[src/rtl/spi_eng_pkg.sv]
package spi_eng_pkg;

  // Sequencer states of the shift engine
  typedef enum logic [1:0] {
    ST_IDLE = 2'd0,
    ST_XFER = 2'd1,
    ST_GAP  = 2'd2
  } eng_state_e;

endpackage

[src/rtl/spi_eng_tick.sv]
// Half-period tick generator: one pulse every div_half cycles while enabled.
module spi_eng_tick #(
  parameter int DIV_W = 8
) (
  input  logic             clk,
  input  logic             rst_n,
  input  logic             en,
  input  logic [DIV_W-1:0] div_half,
  output logic             tick
);

  logic [DIV_W-1:0] cnt_q, cnt_d;
  logic [DIV_W:0]   cnt_inc;

  assign cnt_inc = {1'b0, cnt_q} + (DIV_W+1)'(1);
  // A divider of zero behaves like one: the comparison is then always true
  assign tick    = en && (cnt_inc >= {1'b0, div_half});

  always_comb begin
    cnt_d = cnt_q;
    if (!en)       cnt_d = '0;
    else if (tick) cnt_d = '0;
    else           cnt_d = cnt_inc[DIV_W-1:0];
  end

  always_ff @(posedge clk or negedge rst_n) begin
    if (!rst_n) cnt_q <= '0;
    else        cnt_q <= cnt_d;
  end

endmodule

[src/rtl/spi_eng_bitpos.sv]
// Maps a bit's transfer order to its position in the word.
module spi_eng_bitpos #(
  parameter int LEN_W = 4
) (
  input  logic [LEN_W-1:0] idx,
  input  logic [LEN_W-1:0] len_m1,
  input  logic             lsb_first,
  output logic [LEN_W-1:0] pos
);

  assign pos = lsb_first ? idx : (len_m1 - idx);

endmodule

[src/rtl/spi_master_engine.sv]
module spi_master_engine
  import spi_eng_pkg::*;
#(
  parameter int DATA_W = 16,
  parameter int DIV_W  = 8
) (
  input  logic                        clk,
  input  logic                        rst_n,
  input  logic [$clog2(DATA_W)-1:0]   cfg_len_m1,
  input  logic                        cfg_lsb_first,
  input  logic                        cfg_cpol,
  input  logic                        cfg_cpha,
  input  logic [DIV_W-1:0]            cfg_div_half,
  input  logic                        cfg_nss_pulse,
  input  logic                        tx_valid,
  input  logic [DATA_W-1:0]           tx_data,
  output logic                        tx_ready,
  output logic                        rx_valid,
  output logic [DATA_W-1:0]           rx_data,
  output logic                        busy,
  output logic                        sck,
  output logic                        mosi,
  input  logic                        miso,
  output logic                        nss_n
);

  localparam int LEN_W   = $clog2(DATA_W);
  localparam int EDGE_W  = LEN_W + 1;
  localparam int MIN_LEN = 3;

  eng_state_e        state_q, state_d;
  logic [EDGE_W-1:0] edge_q, edge_d;       // sck edges done in this frame
  logic [LEN_W-1:0]  oidx_q, oidx_d;       // transfer index of bit on mosi
  logic [DATA_W-1:0] txw_q, txw_d;
  logic [DATA_W-1:0] acc_q, acc_d;
  logic [DATA_W-1:0] rxd_q, rxd_d;
  logic              rxv_q, rxv_d;
  logic              phase_q, phase_d;     // sck relative to idle level
  logic              nss_q, nss_d;
  logic              gap_q, gap_d;

  logic              tick;
  logic [LEN_W-1:0]  len_m1;
  logic              pulse_eff;
  logic              samp_edge, last_edge, last_samp;
  logic [LEN_W-1:0]  samp_idx, shift_idx, samp_pos, tx_pos;
  logic [DATA_W-1:0] merged;

  // Frame length floor of four bits
  assign len_m1    = (cfg_len_m1 < LEN_W'(MIN_LEN)) ? LEN_W'(MIN_LEN) : cfg_len_m1;
  // Separation pulses only with phase bit clear
  assign pulse_eff = cfg_nss_pulse & ~cfg_cpha;

  // Edge k = edge_q+1; odd k samples when cpha=0, even k when cpha=1
  assign samp_edge = ~edge_q[0] ^ cfg_cpha;
  assign samp_idx  = edge_q[EDGE_W-1:1];
  assign shift_idx = edge_q[EDGE_W-1:1] + LEN_W'(~cfg_cpha & edge_q[0]);
  assign last_edge = tick && (edge_q == {len_m1, 1'b1});
  assign last_samp = (samp_idx == len_m1);

  spi_eng_tick #(.DIV_W(DIV_W)) u_tick (
    .clk      (clk),
    .rst_n    (rst_n),
    .en       (state_q != ST_IDLE),
    .div_half (cfg_div_half),
    .tick     (tick)
  );

  spi_eng_bitpos #(.LEN_W(LEN_W)) u_rx_pos (
    .idx       (samp_idx),
    .len_m1    (len_m1),
    .lsb_first (cfg_lsb_first),
    .pos       (samp_pos)
  );

  spi_eng_bitpos #(.LEN_W(LEN_W)) u_tx_pos (
    .idx       (oidx_q),
    .len_m1    (len_m1),
    .lsb_first (cfg_lsb_first),
    .pos       (tx_pos)
  );

  assign merged = acc_q | (DATA_W'(miso) << samp_pos);

  // Word hand-off: from idle, at a frame's last edge, or at the end of a gap
  assign tx_ready = tx_valid && (
                      (state_q == ST_IDLE) ||
                      ((state_q == ST_XFER) && last_edge && !pulse_eff) ||
                      ((state_q == ST_GAP) && tick && gap_q));

  always_comb begin
    state_d = state_q;
    edge_d  = edge_q;
    oidx_d  = oidx_q;
    txw_d   = txw_q;
    acc_d   = acc_q;
    rxd_d   = rxd_q;
    rxv_d   = 1'b0;
    phase_d = phase_q;
    gap_d   = 1'b0;
    unique case (state_q)
      ST_IDLE: begin
        phase_d = 1'b0;
        if (tx_valid) state_d = ST_XFER;
      end
      ST_XFER: begin
        if (tick) begin
          phase_d = ~phase_q;
          edge_d  = edge_q + EDGE_W'(1);
          if (samp_edge) begin
            if (last_samp) begin
              rxd_d = merged;
              rxv_d = 1'b1;
              acc_d = '0;
            end else begin
              acc_d = merged;
            end
          end else begin
            oidx_d = shift_idx;
          end
          if (last_edge) begin
            if (!tx_valid)      state_d = ST_IDLE;
            else if (pulse_eff) state_d = ST_GAP;
          end
        end
      end
      ST_GAP: begin
        gap_d = gap_q ^ tick;
        if (tick && gap_q) state_d = tx_valid ? ST_XFER : ST_IDLE;
      end
      default: state_d = ST_IDLE;
    endcase
    if (tx_ready) begin
      txw_d  = tx_data;
      edge_d = '0;
      oidx_d = '0;
      acc_d  = '0;
    end
  end

  assign nss_d = (state_d != ST_XFER);

  always_ff @(posedge clk or negedge rst_n) begin
    if (!rst_n) begin
      state_q <= ST_IDLE;
      edge_q  <= '0;
      oidx_q  <= '0;
      txw_q   <= '0;
      acc_q   <= '0;
      rxd_q   <= '0;
      rxv_q   <= 1'b0;
      phase_q <= 1'b0;
      nss_q   <= 1'b1;
      gap_q   <= 1'b0;
    end else begin
      state_q <= state_d;
      edge_q  <= edge_d;
      oidx_q  <= oidx_d;
      txw_q   <= txw_d;
      acc_q   <= acc_d;
      rxd_q   <= rxd_d;
      rxv_q   <= rxv_d;
      phase_q <= phase_d;
      nss_q   <= nss_d;
      gap_q   <= gap_d;
    end
  end

  assign sck      = phase_q ^ cfg_cpol;
  assign mosi     = (state_q == ST_XFER) & txw_q[tx_pos];
  assign nss_n    = nss_q;
  assign busy     = (state_q != ST_IDLE);
  assign rx_valid = rxv_q;
  assign rx_data  = rxd_q;

endmodule


[config.mk]
export PLATFORM = sky130hd
export DESIGN_NAME = spi_master_engine
export DESIGN_NICKNAME = d
export VERILOG_FILES = /design/src/rtl/spi_eng_pkg.sv /design/src/rtl/spi_eng_tick.sv /design/src/rtl/spi_eng_bitpos.sv /design/src/rtl/spi_master_engine.sv
export SDC_FILE = /design/constraint.sdc
export NUM_CORES = 1
export LEC_CHECK = 0
export BUFFER_PORTS_ARGS = -buffer_cell sky130_fd_sc_hd__buf_4
export CELL_PAD_IN_SITES_DETAIL_PLACEMENT = 0
export CELL_PAD_IN_SITES_GLOBAL_PLACEMENT = 1
export CORE_ASPECT_RATIO = 2
export CORE_MARGIN = 2
export CORE_UTILIZATION = 42
export CTS_BUF_LIST = sky130_fd_sc_hd__clkbuf_8
export CTS_CLUSTER_SIZE = 12
export DETAILED_ROUTE_END_ITERATION = 8
export GPL_TIMING_DRIVEN = 0
export PLACE_DENSITY_LB_ADDON = 0.1
export SETUP_SLACK_MARGIN = 0.1
export SYNTH_ARGS = -nofsm -noshare
export SYNTH_HDL_FRONTEND = slang
export SYNTH_SLANG_ARGS = --single-unit
[constraint.sdc]
create_clock -name clk -period 3.2 [get_ports clk]
set_input_delay 0.64 -clock clk [delete_from_list [all_inputs] [get_ports clk]]
set_output_delay 0.64 -clock clk [all_outputs]
set_load 0.005 [all_outputs]
==> flow_metrics.tcl <==
set metrics [dict create \
    status "complete, but fails checks" \
    failed_checks "negative setup slack" \
    drc 0 \
    clk_pin_slew_ps 70 \
    io_pins 58 \
    worstReg2RegStart "u_tick.cnt_q[1]" \
    crit_path_end_kind "output pin" \
    drv_slew 0 \
    dr.pass1.iters 4 \
    grt_use_met2_pct 40.6 \
    die_w_um 74.0 \
    placed_area_um2 4730 \
    crit_required_ps 2560 \
    postRouteAntennaNets 0 \
    grt_usage_pct 20.3 \
    synth-edff-count 0 \
    yosys.area_share.simple_pct 15.5 \
    crit_arrival_ps 2720 \
    syn_area_um2 4110 \
    syn_nets 453 \
    yosysSeqAreaShare_pct 43.2 \
    hold_viol_final 0 \
    final_util_pct 53.6 \
    synth-seq-cells 71 \
    clock_latency_ps 360 \
    worst-path-max-fanout 4 \
    drive_above_1_share_pct 35.0 \
    cts_buffers 9 \
    core_area_um2 9640 \
    period_share_pct 105 \
    initial_core_util_pct 42.7 \
    clock-root-buffer "clkbuf_8" \
    leakage_uw 0.00245 \
    grt_util_met1_pct 18.7 \
    drt_wl_total_mm 9.89 \
    clock_path_buffers 2 \
    syn_avg_cell_area_um2 10.4 \
    synth_ff_type "dfrtp_1" \
    fin_cells 618 \
    startpoint "cfg_len_m1[3]" \
    top_usage_layer "met2" \
    setup_ws_ps -162 \
    final.setup_skew_ps 11.6 \
    synthAdderAreaFrac_pct 7.06 \
    ir_drop_v 0.000376 \
    die-area_um2 10600 \
    grt-ovfl-total 0 \
    ys_warn_count 0 \
    gp_congestion 0.824 \
    cts_max_level 3 \
    dp_hpwl_mm 7.57 \
    synthTopCellsByArea "dfrtp_1 (43%), ha_1 (6.1%), nor2_1 (3.9%)" \
    yosysTopAreaCell "dfrtp_1" \
    fmax_ghz 0.297 \
    fin_hold_ws_ps 418 \
    startpoint_type "input port" \
    synthCells 395 \
    drt_iter0_markers 89 \
    cts.sinks 71 \
    synth_top_family_by_area "compound AO/OA/AOI/OAI gates" \
    worstMarginPinSlew_ps 917 \
    dp.cells 584 \
    synth_xor_area_share_pct 3.20 \
    maxSlewHeadroom_pct 38.9 \
    async_flop_share_pct 100 \
    rsz0062_at_grt "yes" \
    synthMuxAreaShare_pct 9.22 \
    grt_max_degree 72 \
    grt_pass1_wl_mm 16.0 \
    vias 3208 \
    grt_pass1_vias 3331 \
    power_density_nw_per_um2 668 \
    fin_nets 539 \
    fp.dieH_um 144 \
    hold_class "input port to asynchronous set/reset pin" \
    max-cap-violations 0 \
    yosysTopAreaCellShare_pct 42.6 \
    crit_type "input port to output pin" \
    antenna_found_initial 0 \
    final.setup.tns_ps -162 \
    wire_per_inst_um 16.0 \
    grtUsageMet3_pct 2.31 \
    portBuffers 57 \
    synth-compound-area-share_pct 16.5 \
    diodes 0 \
    syn_to_final_growth_pct 25.6 \
    setup_violations 1 \
    avgViaCountPerCell 5.19 \
    hold_buffers 0 \
    rows 51 \
    final_cell_area_um2 5160 \
    fin_crit_ps 3360 \
    yosysUniqueCellTypes 63 \
    fillers 909 \
    cts_tree "built" \
]
-- per-stage QoR --
| stage | total power, uW | setup WS (ps) |
|---|---|---|
| CTS | 3430 | -253 |
| global placement | 2660 | -418 |
| finish | 3450 | -162 |
| floorplan | 2250 | 104 |
| global route | 3740 | -246 |
| detailed placement | 2700 | -440 |
-- final cells by class --
type | count | area [um^2] | area share [%]
Clock buffer | 10 | 138 | 2.67
Timing Repair Buffer | 77 | 601 | 11.6
Clock inverter | 6 | 25.0 | 0.485
Sequential cell | 71 | 1780 | 34.5
Tap cell | 132 | 165 | 3.20
Buffer | 14 | 113 | 2.18
Multi-Input combinational cell | 284 | 2250 | 43.6
Inverter | 24 | 92.6 | 1.79
-- Yosys cell counts, types with 5 or more instances --
master	instances
xnor2_1	8
a21oi_1	32
nand2_1	30
nor2_1	43
nand3_1	6
o21ai_1	17
a21oi_2	9
dfrtp_1	70
xor2_1	7
buf_2	7
inv_1	24
mux2_2	6
nor2b_1	13
buf_6	5
mux2i_1	6
and3_1	5
nand2_2	6
ha_1	20
o21ai_0	5
mux2_4	10
-- placed cells by master, fill, tap and decap left out, types with 8 or more instances in the layout --
cell and n:
buf_4 73, a21oi_2 10, inv_1 27, a21oi_1 31, ha_1 16, mux2_4 10
buf_6 8, clkbuf_8 10, nand2_1 30, nor2_1 40, nor2b_1 13, dfrtp_1 69
o21ai_1 16
-- report_power, final --
| part | total (uW) | switching [uW] | internal, uW |
|---|---|---|---|
| Combinational | 1500 | 740 | 761 |
| Clock | 610 | 322 | 289 |
| Sequential | 1340 | 198 | 1140 |
-- logic make-up (layout without fill, tap and decap cells) --
| family | after synthesis | count (layout) |
|---|---|---|
| and+or+nand+nor | 127 | 127 |
| AOI/OAI and AO/OA | 94 | 94 |
| DFF | 71 | 71 |
| buffers and inverters | 40 | 131 |
| muxes | 26 | 26 |
| adders and majority gates | 22 | 22 |
| xor gates and xnor gates | 15 | 15 |
-- metal layers --
metal | vias up | wire, um | part of all wire (%)
li1 | 1557 | - | -
met1 | 1558 | 3300 | 33
met2 | 69 | 6020 | 61
met3 | 24 | 252 | 2.5
met4 | 0 | 325 | 3.3
met5 | - | 0 | 0
-- sequential cells by signal (all words and copies together) (netlist names) --
name	flops
acc_q	16
edge_q	5
gap_q	1
nss_n	1
oidx_q	4
phase_q	1
rx_data	16
rx_valid	1
state_q	2
txw_q	16
u_tick.cnt_q	8
-- worst paths after layout --
check                      slack [ps]               to  depth (start not counted)
max                              -160             mosi                         11
min                               420      rx_data[15]                          1
max reg2reg                       330       state_q[0]                         15
min reg2reg                       490        acc_q[11]                          2
max in group asynchronous        2140  u_tick.cnt_q[0]                          1
min in group clk                  470            nss_n                          2
-- repair_timing --
item                       CTS  global route
setup endpoints to repair    2             2
gates resized for setup     15            12
setup buffers               15             6
pin swaps                   11            17
-- critical path: stages --
cell	delay (ps)
buf_8	110
nor2_4	120
nor2_4	70
ha_4	160
fa_1	490
o21ai_4	220
buf_4	150
mux4_2	320
mux2i_1	180
a211oi_2	100
buf_4	150
Note: power is estimated with default switching activity, not from simulation.
